File: src/rtl/lcdr_pkg.sv
// Shared constants of the LCD controller register file.
// Assumes word-indexed register access; masks are fixed at 32 bits.
package lcdr_pkg;
    localparam int unsigned IDX_CTRL   = 0;
    localparam int unsigned IDX_SIZE_W = 1;
    localparam int unsigned IDX_SIZE_H = 2;
    localparam int unsigned IDX_RAW    = 3;
    localparam int unsigned IDX_STAT   = 4;
    localparam int unsigned IDX_SUB    = 5;

    localparam logic [31:0] CTRL_KEEP_MASK = 32'h01CF_F300;
    localparam logic [31:0] CTRL_RD_FORCE  = 32'hFE00_0C34;
    localparam logic [31:0] SIZE0_RD_FORCE = 32'h0000_000F;
    localparam logic [31:0] RAW_RD_FORCE   = 32'hFC00_0000;
    localparam logic [31:0] SUB_KEEP_MASK  = 32'hA1FF_FFFF;

    localparam logic [1:0] PAL_MODE_ONLY = 2'd1;
endpackage

File: src/rtl/lcdr_ctrl_reg.sv
// Control word: decoded fields, retained bits and enable-change detection.
// Assumes at most one write per cycle; the change strobes are combinational.
module lcdr_ctrl_reg
    import lcdr_pkg::*;
(
    input  logic        clk,
    input  logic        rst_n,
    input  logic        wr,
    input  logic [31:0] wdata,
    output logic        en_q,
    output logic        mono_q,
    output logic        tft_q,
    output logic [1:0]  mask_q,
    output logic [1:0]  pal_q,
    output logic [31:0] keep_q,
    output logic        turn_on,
    output logic        turn_off,
    output logic [1:0]  new_pal,
    output logic        rose_q,
    output logic        fell_q
);
    // Detect a change of enable in the current write.
    always_comb begin
        turn_on  = wr && wdata[0] && !en_q;
        turn_off = wr && !wdata[0] && en_q;
        new_pal  = wdata[21:20];
    end

    // Hold the control fields and emit the enable pulses.
    always_ff @(posedge clk) begin
        if (!rst_n) begin
            en_q   <= 1'b0;
            mono_q <= 1'b0;
            tft_q  <= 1'b0;
            mask_q <= 2'b00;
            pal_q  <= 2'b00;
            keep_q <= '0;
            rose_q <= 1'b0;
            fell_q <= 1'b0;
        end else begin
            rose_q <= turn_on;
            fell_q <= turn_off;
            if (wr) begin
                en_q   <= wdata[0];
                mono_q <= wdata[1];
                mask_q <= wdata[4:3];
                tft_q  <= wdata[7];
                pal_q  <= wdata[21:20];
                keep_q <= wdata & CTRL_KEEP_MASK;
            end
        end
    end
endmodule

File: src/rtl/lcdr_geom_regs.sv
// Size, raw timing and sub-panel words.
// Assumes SIZE_W below 32; the upper bits of each size word are kept for read-back.
module lcdr_geom_regs
    import lcdr_pkg::*;
#(
    parameter int unsigned SIZE_W = 10,
    localparam int unsigned HI_W  = 32 - SIZE_W
) (
    input  logic              clk,
    input  logic              rst_n,
    input  logic [1:0]        wr_size,
    input  logic              wr_raw,
    input  logic              wr_sub,
    input  logic [31:0]       wdata,
    output logic [SIZE_W-1:0] size_m1 [2],
    output logic [HI_W-1:0]   size_hi [2],
    output logic [31:0]       raw_q,
    output logic [31:0]       sub_q
);
    genvar gi;
    generate
        for (gi = 0; gi < 2; gi++) begin : g_size
            // One size word: low bits are the size minus one, the rest are kept.
            always_ff @(posedge clk) begin
                if (!rst_n) begin
                    size_m1[gi] <= '0;
                    size_hi[gi] <= '0;
                end else if (wr_size[gi]) begin
                    size_m1[gi] <= wdata[SIZE_W-1:0];
                    size_hi[gi] <= wdata[31:SIZE_W];
                end
            end
        end
    endgenerate

    // Raw timing word and masked sub-panel word.
    always_ff @(posedge clk) begin
        if (!rst_n) begin
            raw_q <= '0;
            sub_q <= '0;
        end else begin
            if (wr_raw) raw_q <= wdata;
            if (wr_sub) sub_q <= wdata & SUB_KEEP_MASK;
        end
    end
endmodule

File: src/rtl/lcdr_status_irq.sv
// Sticky status flags and the registered combined interrupt.
// Assumes an enable change overrides an event arriving in the same cycle.
module lcdr_status_irq
    import lcdr_pkg::*;
(
    input  logic       clk,
    input  logic       rst_n,
    input  logic       ev_frame,
    input  logic       ev_pal,
    input  logic       ev_sync,
    input  logic       turn_on,
    input  logic       turn_off,
    input  logic [1:0] new_pal,
    input  logic [1:0] mask,
    output logic       frame_q,
    output logic       pal_q,
    output logic       sync_q,
    output logic       irq_q
);
    logic frame_d, pal_d, sync_d;

    // Next flag values: events set, enable changes take precedence.
    always_comb begin
        frame_d = frame_q | ev_frame;
        pal_d   = pal_q | ev_pal;
        sync_d  = sync_q | ev_sync;
        if (turn_on) begin
            frame_d = 1'b0;
            pal_d   = 1'b0;
        end
        if (turn_off) begin
            sync_d = 1'b0;
            if (new_pal != PAL_MODE_ONLY) frame_d = 1'b1;
        end
    end

    // Register flags and recompute the interrupt from the current flags.
    always_ff @(posedge clk) begin
        if (!rst_n) begin
            frame_q <= 1'b0;
            pal_q   <= 1'b0;
            sync_q  <= 1'b0;
            irq_q   <= 1'b0;
        end else begin
            frame_q <= frame_d;
            pal_q   <= pal_d;
            sync_q  <= sync_d;
            irq_q   <= (frame_q && mask[0]) || (pal_q && mask[1]) || sync_q;
        end
    end
endmodule

File: src/rtl/lcdr_regfile.sv
// LCD controller register file: write decode, read mux and forced read bits.
// Assumes word-indexed access and one registered read per strobe.
module lcdr_regfile
    import lcdr_pkg::*;
#(
    parameter int unsigned ADDR_W = 4,
    parameter int unsigned SIZE_W = 10
) (
    input  logic              clk,
    input  logic              rst_n,
    input  logic [ADDR_W-1:0] reg_addr,
    input  logic              reg_wr,
    input  logic [31:0]       reg_wdata,
    input  logic              reg_rd,
    output logic [31:0]       reg_rdata,
    input  logic              ev_frame_done,
    input  logic              ev_palette_loaded,
    input  logic              ev_sync_err,
    output logic              cfg_enable,
    output logic              cfg_mono,
    output logic              cfg_tft,
    output logic [1:0]        cfg_irq_mask,
    output logic [1:0]        cfg_pal_mode,
    output logic [SIZE_W-1:0] cfg_width_m1,
    output logic [SIZE_W-1:0] cfg_height_m1,
    output logic [31:0]       cfg_raw_timing,
    output logic [31:0]       cfg_subpanel,
    output logic              enable_rose,
    output logic              enable_fell,
    output logic              irq
);
    localparam int unsigned HI_W = 32 - SIZE_W;

    logic [31:0]       keep_q;
    logic              turn_on, turn_off;
    logic [1:0]        new_pal;
    logic [SIZE_W-1:0] size_m1 [2];
    logic [HI_W-1:0]   size_hi [2];
    logic              st_frame, st_pal, st_sync;
    logic              wr_ctrl, wr_raw, wr_sub;
    logic [1:0]        wr_size;
    logic [31:0]       rd_mux;

    // Write strobe per register.
    always_comb begin
        wr_ctrl    = reg_wr && (reg_addr == ADDR_W'(IDX_CTRL));
        wr_size[0] = reg_wr && (reg_addr == ADDR_W'(IDX_SIZE_W));
        wr_size[1] = reg_wr && (reg_addr == ADDR_W'(IDX_SIZE_H));
        wr_raw     = reg_wr && (reg_addr == ADDR_W'(IDX_RAW));
        wr_sub     = reg_wr && (reg_addr == ADDR_W'(IDX_SUB));
    end

    lcdr_ctrl_reg u_ctrl (
        .clk      (clk),
        .rst_n    (rst_n),
        .wr       (wr_ctrl),
        .wdata    (reg_wdata),
        .en_q     (cfg_enable),
        .mono_q   (cfg_mono),
        .tft_q    (cfg_tft),
        .mask_q   (cfg_irq_mask),
        .pal_q    (cfg_pal_mode),
        .keep_q   (keep_q),
        .turn_on  (turn_on),
        .turn_off (turn_off),
        .new_pal  (new_pal),
        .rose_q   (enable_rose),
        .fell_q   (enable_fell)
    );

    lcdr_geom_regs #(.SIZE_W(SIZE_W)) u_geom (
        .clk     (clk),
        .rst_n   (rst_n),
        .wr_size (wr_size),
        .wr_raw  (wr_raw),
        .wr_sub  (wr_sub),
        .wdata   (reg_wdata),
        .size_m1 (size_m1),
        .size_hi (size_hi),
        .raw_q   (cfg_raw_timing),
        .sub_q   (cfg_subpanel)
    );

    lcdr_status_irq u_stat (
        .clk      (clk),
        .rst_n    (rst_n),
        .ev_frame (ev_frame_done),
        .ev_pal   (ev_palette_loaded),
        .ev_sync  (ev_sync_err),
        .turn_on  (turn_on),
        .turn_off (turn_off),
        .new_pal  (new_pal),
        .mask     (cfg_irq_mask),
        .frame_q  (st_frame),
        .pal_q    (st_pal),
        .sync_q   (st_sync),
        .irq_q    (irq)
    );

    assign cfg_width_m1  = size_m1[0];
    assign cfg_height_m1 = size_m1[1];

    // Assemble the read value of the addressed register.
    always_comb begin
        rd_mux = '0;
        case (reg_addr)
            ADDR_W'(IDX_CTRL): begin
                rd_mux = keep_q | CTRL_RD_FORCE;
                rd_mux[0]     = rd_mux[0] | cfg_enable;
                rd_mux[1]     = rd_mux[1] | cfg_mono;
                rd_mux[4:3]   = rd_mux[4:3] | cfg_irq_mask;
                rd_mux[7]     = rd_mux[7] | cfg_tft;
                rd_mux[21:20] = rd_mux[21:20] | cfg_pal_mode;
                rd_mux[23]    = rd_mux[23] | cfg_tft;
            end
            ADDR_W'(IDX_SIZE_W): rd_mux = {size_hi[0], size_m1[0]} | SIZE0_RD_FORCE;
            ADDR_W'(IDX_SIZE_H): rd_mux = {size_hi[1], size_m1[1]};
            ADDR_W'(IDX_RAW):    rd_mux = cfg_raw_timing | RAW_RD_FORCE;
            ADDR_W'(IDX_STAT):   rd_mux = {25'd0, st_pal, 3'd0, st_sync, 1'b0, st_frame};
            ADDR_W'(IDX_SUB):    rd_mux = cfg_subpanel;
            default:             rd_mux = '0;
        endcase
    end

    // Register read data; zero when no read was requested.
    always_ff @(posedge clk) begin
        if (!rst_n) reg_rdata <= '0;
        else        reg_rdata <= reg_rd ? rd_mux : 32'd0;
    end
endmodule

File: config.mk
export PLATFORM = sky130hd
export DESIGN_NAME = lcdr_regfile
export DESIGN_NICKNAME = d
export VERILOG_FILES = /design/src/rtl/lcdr_pkg.sv /design/src/rtl/lcdr_ctrl_reg.sv /design/src/rtl/lcdr_geom_regs.sv /design/src/rtl/lcdr_status_irq.sv /design/src/rtl/lcdr_regfile.sv
export SDC_FILE = /design/constraint.sdc
export NUM_CORES = 1
export LEC_CHECK = 0
export BUFFER_PORTS_ARGS = -buffer_cell sky130_fd_sc_hd__buf_2
export CELL_PAD_IN_SITES_DETAIL_PLACEMENT = 1
export CELL_PAD_IN_SITES_GLOBAL_PLACEMENT = 2
export CORE_AREA = 2 2 158 160
export CTS_CLUSTER_DIAMETER = 100
export CTS_CLUSTER_SIZE = 20
export DETAILED_ROUTE_END_ITERATION = 8
export DIE_AREA = 0 0 160 162
export PLACE_DENSITY = 0.75
export SLEW_MARGIN = 20
export SYNTH_ARGS = -nofsm -noshare
export SYNTH_HDL_FRONTEND = slang
export SYNTH_SLANG_ARGS = --single-unit
File: constraint.sdc
create_clock -name clk -period 1.6 [get_ports clk]
set_input_delay 0.16 -clock clk [delete_from_list [all_inputs] [get_ports clk]]
set_output_delay 0.16 -clock clk [all_outputs]
set_load 0.02 [all_outputs]
* Word-level counts from Yosys, hierarchy flattened
Index checks and enable logic that the tools add are counted.
** Storage, ports and cells
- Register bits after elaboration :: 181
- Output and inout bits :: 126
- Bits of input ports :: 43
- Word-level logic and storage cells :: 53
** Operators by class
- Bitwise logic cells :: 5
- Muxes and demuxes :: 4
- Equality and inequality tests :: 6
- Reduce and logical (&&, ||, !) cells :: 19
** Operators with widths (number)
- one-hot mux 32 bit (6 select lines) :: 1
- logical AND 1 bit :: 11
- equality test 4 x 2 -> 1 bit, second input constant :: 2
- equality test 4 x 3 -> 1 bit, second input constant :: 2
- equality test 4 x 1 -> 1 bit, second input constant :: 1
- logical NOT 4 bit :: 1
- bitwise OR 1 bit :: 4
- OR reduction 2 bit :: 2
- two-way mux 1 bit :: 3
- logical NOT 1 bit :: 2
- logical OR 1 bit :: 2
- != test 2 x 1 -> 1 bit, second input constant :: 1
- AND reduction 2 bit :: 1
- NOT 1 bit :: 1

* Depth between registers and ports, before layout
- Depth in word-level cells :: 7
- Mapped depth :: 8
- Mapped depth without buffers :: 4

* Cells and area by module
A second synthesis with hierarchy kept.
** Second synthesis, totals
- Cells, all modules :: 756
- Area total of the unflattened synthesis :: 7972.6 um2
** By module, submodules not included
- lcdr_geom_regs :: cells an instance 403, instances 1, seq. area each 2462.4 um2, area an instance 4774.6 um2
- lcdr_regfile :: cells an instance 245, instances 1, seq. area each 640.6 um2, area an instance 2026.9 um2
- lcdr_ctrl_reg :: cells an instance 94, instances 1, seq. area each 440.4 um2, area an instance 1023.5 um2
- lcdr_status_irq :: cells an instance 14, instances 1, seq. area each 80.1 um2, area an instance 147.6 um2

* Worst setup path before layout
OpenSTA, ideal clock, no wires.
- Path type :: input -> register
- Start :: input reg_addr[3]
- End :: register u_geom.sub_q[10]
- Path buffers :: 4
- Path slack :: 0.290 ns
- Required time :: 1.484 ns
- Cell stages on the path :: 8
- Arrival time :: 1.194 ns
- Setup time :: 0.116 ns
- Path through :: buf_2 > and4bb_1 > buf_4 > and2_1 > buf_4 > buf_6 > nand2_1 > a21boi_1
** On the way
- Longest elaborated chain between the ends :: 2
** RTL lines
- start: declaration :: RTL line lcdr_regfile.sv:11 : input logic [ADDR_W-1:0] reg_addr,
- equality test 4 x 3 -> 1 bit :: RTL line lcdr_regfile.sv:50 : wr_sub = reg_wr && (reg_addr == ADDR_W'(IDX_SUB));
- logical AND 1 bit :: RTL line lcdr_regfile.sv:50
- end signal: assignment :: RTL line lcdr_geom_regs.sv:43 : if (wr_sub) sub_q <= wdata & SUB_KEEP_MASK;
- end: declaration :: RTL line lcdr_geom_regs.sv:18 : output logic [31:0] sub_q
Every way passes these cells.
A chain may end at the register's enable or synchronous reset.

* Worst setup path in the final report
- Start :: input reg_addr[3]
- End :: register reg_rdata[13]
** On the way
- Longest elaborated chain between the ends :: 2
- Elaborated cells on any way between the ends :: 7
- Those cells by class :: eq/ne (5); mux (1); reduce/logical (1)
** RTL lines
- equality test 4 x 3 -> 1 bit, or another cell as far along :: RTL line lcdr_regfile.sv:106 : case (reg_addr)
- one-hot mux 32 bit (6 select lines) (*) :: RTL line lcdr_regfile.sv:106
- end signal: assignment :: RTL line lcdr_regfile.sv:128 : else reg_rdata <= reg_rd ? rd_mux : 32'd0;
- end: declaration :: RTL line lcdr_regfile.sv:15 : output logic [31:0] reg_rdata,
Mark *: on every way between the ends. The rest lies on a longest branch, timed or not.

==> results.yml <==
logic_synthesis:
  yosysSeqAreaShare_pct: 49.13
  async_reset_ff_share_pct: 0
  synth_cells: 876
  ys.warnings.count: 0
  synth_edf_count: 0
  syn_area_sq_um: 7376
  ys_seq_elements: 181
  ys_types: 45
  ys.flop_type: "dfxtp_1"
  synth.avg_cell_area_sq_um: 8.420
worst_setup_path:
  crit_required_ns: 1.95
  path_class: "in2reg"
  critPathBufInv: 2
  startpoint_type: "input pin"
  reg2reg_depth: 3
  crit_chain: "buf_2 -> nor2_4 -> nand3_1 -> buf_4 -> o22ai_1"
  worstPathArrival_ns: 1.66
  slowest_stage: "nand3_1"
  path_max_fanout: 12
  critPathMaxStageDelay_ns: 0.50
  critPathTopFamily: "simple AND/OR/NAND/NOR gates"
  crit_cells: 5
  setup.worst_path.end_class: "flop"
run:
  drv_cap: 0
die:
  rows: 57
  dieArea_sq_um: 25920
  ios: 169
  fp.dieH_um: 162
  die_w_um: 160
  start_util_pct: 30.60
  core_sq_um: 24110
routing:
  routed_wl_mm: 26.34
  routed_via_density: 4.826
  drc: 0
  postRouteAntennaNets: 0
  drt-initial-drc-count: 392
  vias: 6694
  drt_first_pass_iters: 4
  wl_per_cell_um: 18.99
global_routing:
  antenna_found_initial: 3
  grt_pass1_wl_mm: 40.92
  grt_pass1_vias: 6950
  grt_max_degree: 139
  grt_overflow: 0
  grt.total_usage_pct: 20.62
timing:
  grt_setup_unrepaired: "no"
  post-route-period-util_pct: 81.40
  final-max-slew-violation-count: 0
  fin_tns_setup_ns: 0
  slew_headroom_pct: 58.28
  fmax_ghz: 0.7678
  hold_violations: 0
  tightest_slew_ns: 0.6230
  period_needed_ns: 1.302
  finClkSkew_ns: 0.008513
  setup_viol: 0
clocking:
  clk_pin_slew_ns: 0.07
  cts_max_level: 4
  clock-sinks: 181
  clock_path_buffers: 2
  post_cts_resized: 0
  cts_buffers: 17
  clk_latency_ns: 0.43
  cts-root-buf: "clkbuf_16"
  cts_tree: "built"
power:
  max-vdd-ir-drop_uv: 581.7
  powerDensity_nw_per_um2: 1042
  p_leak_nw: 3.748
  power_w: 0.009906
placed_design:
  numPortBuffers: 163
  gp_congestion: 0.7867
  place_inst: 1341
  placed_area_sq_um: 8733
  dp_hpwl_mm: 18.06
final_layout:
  seq_area_sq_um: 3623
  area_growth_pct: 28.89
  drive_gt1_share_pct: 24.86
  multi_input_area_sq_um: 3393
  fin_nets: 1092
  instances_no_fill: 1387
  fillers: 2899
  utilization_pct: 39.44
  design_area_sq_um: 9507
status:
  status: "complete, no violations"
hold_path:
  worst_hold_path.num_cells: 3
  min-delay-path-class: "in2reg"
registers in the layout, indices dropped and copies added (netlist names), 2 cells and up:
| signal | cells |
|---|---|
| u_ctrl.pal_q | 2 |
| u_ctrl.keep_q | 13 |
| u_geom.raw_q | 32 |
| u_geom.sub_q | 27 |
| u_geom.size_hi | 44 |
| u_geom.size_m1 | 20 |
| u_ctrl.mask_q | 2 |
| reg_rdata | 32 |
Yosys cell counts (2+ instances only):
cell	count	share of area (%)
clkbuf_1	36	1.8
a2111oi_0	2	0.24
nor2_1	20	1.0
a21boi_0	111	11
dfxtp_1	181	49
nor4_1	3	0.25
buf_2	28	1.9
and3_1	4	0.34
a32oi_1	5	0.59
a22oi_1	13	1.3
nand2b_1	3	0.25
o21ai_0	6	0.41
o21bai_1	3	0.31
mux2i_1	15	2.0
and2_1	3	0.25
nor2b_1	8	0.68
a21boi_1	32	3.3
a22o_1	5	0.59
a21oi_1	29	2.0
buf_1	3	0.15
mux2_2	8	1.2
nand3_1	6	0.41
nand2_1	298	15
buf_4	8	0.81
buf_6	3	0.46
inv_1	4	0.20
o22ai_1	16	1.4
a221oi_1	3	0.36
o221ai_1	4	0.47
repair_timing:
action / CTS / global route
buffers inserted: 0 / 0
hold buffers: 13 / 0
endpoints found under the hold margin: 23 / 0
worst reg2reg max path, cell delays in order, from the launching register on:
cell       delay (ns)
dfxtp_1          0.38
mux2_2           0.17
a32oi_1          0.10
a2111oi_0        0.37
per-layer routing:
metal  GRT usage (%)  wire [um]  up-vias
met4           5.692        311        2
met1           26.42      11940     3240
li1                -          -     3268
met2           35.62      12600      167
met5               0         11        -
met3           3.907       1479       17
area by class of cell:
| cell class | instances | share of cell area (%) |
|---|---|---|
| clock inverter | 11 | 1.790 |
| inverter | 4 | 0.1579 |
| multi-input combinational | 617 | 35.69 |
| clock buffer | 21 | 4.949 |
| timing repair buffer | 228 | 15.00 |
| antenna | 1 | 0.02632 |
| tap | 324 | 4.264 |
| sequential | 181 | 38.12 |
final timing paths:
check	startpoint	to	slack [ns]
setup / recovery	reg_addr[3]	reg_rdata[13]	0.30
hold / removal	reg_wdata[6]	u_geom.sub_q[6]	0.01
hold reg to reg	u_geom.raw_q[28]	u_geom.raw_q[28]	0.45
setup reg to reg	u_geom.raw_q[24]	reg_rdata[24]	0.47
layout by cell type (no fill, tap or decap), types with 4 or more instances in the layout:
| master | netlist | routed |
|---|---|---|
| o21ai_0 | 6 | 6 |
| a21oi_1 | 29 | 29 |
| nor2_1 | 20 | 20 |
| buf_2 | 28 | 162 |
| a22o_1 | 5 | 5 |
| a32oi_1 | 5 | 5 |
| o22ai_1 | 16 | 16 |
| a22oi_1 | 13 | 13 |
| inv_1 | 4 | 4 |
| nand3_1 | 6 | 4 |
| nand2_1 | 298 | 298 |
| bufinv_16 | 0 | 4 |
| nor2b_1 | 8 | 5 |
| a21boi_0 | 111 | 111 |
| o221ai_1 | 4 | 4 |
| mux2i_1 | 15 | 15 |
| buf_12 | 0 | 7 |
| mux2_2 | 8 | 8 |
| dfxtp_1 | 181 | 181 |
| dlygate4sd3_1 | 0 | 13 |
| conb_1 | 1 | 5 |
| buf_4 | 8 | 46 |
| clkbuf_16 | 0 | 17 |
| a21boi_1 | 32 | 32 |
power breakdown:
group,internal [W],switching [W]
registers,0.00456,0.0000419
logic,0.000268,0.000439
clock network,0.00275,0.00184
kinds of logic (layout without fill, tap and decap cells):
group | after synthesis | count (layout) | share of synthesized area [%]
AND/OR/NAND/NOR | 355 | 355 | 19.51
flip-flops | 181 | 181 | 49.13
multiplexers | 23 | 23 | 3.257
other | 1 | 6 | 0.05084
buffers and inverters | 82 | 264 | 5.360
AO/OA/AOI/OAI | 234 | 234 | 22.70
per-stage QoR:
| step | worst slack (ns) | hold WS (ns) |
|---|---|---|
| 2_1_floorplan | 0.2897 | 0.2948 |
| 3_3_place_gp | -0.1103 | 0.4331 |
| 3_5_place_dp | -0.1307 | 0.4372 |
| 4_1_cts | 0.3197 | 0.0009427 |
| 5_1_grt | 0.2218 | 0.01753 |
| 6_report | 0.2976 | 0.01239 |
(Power assumes the default switching activity.)
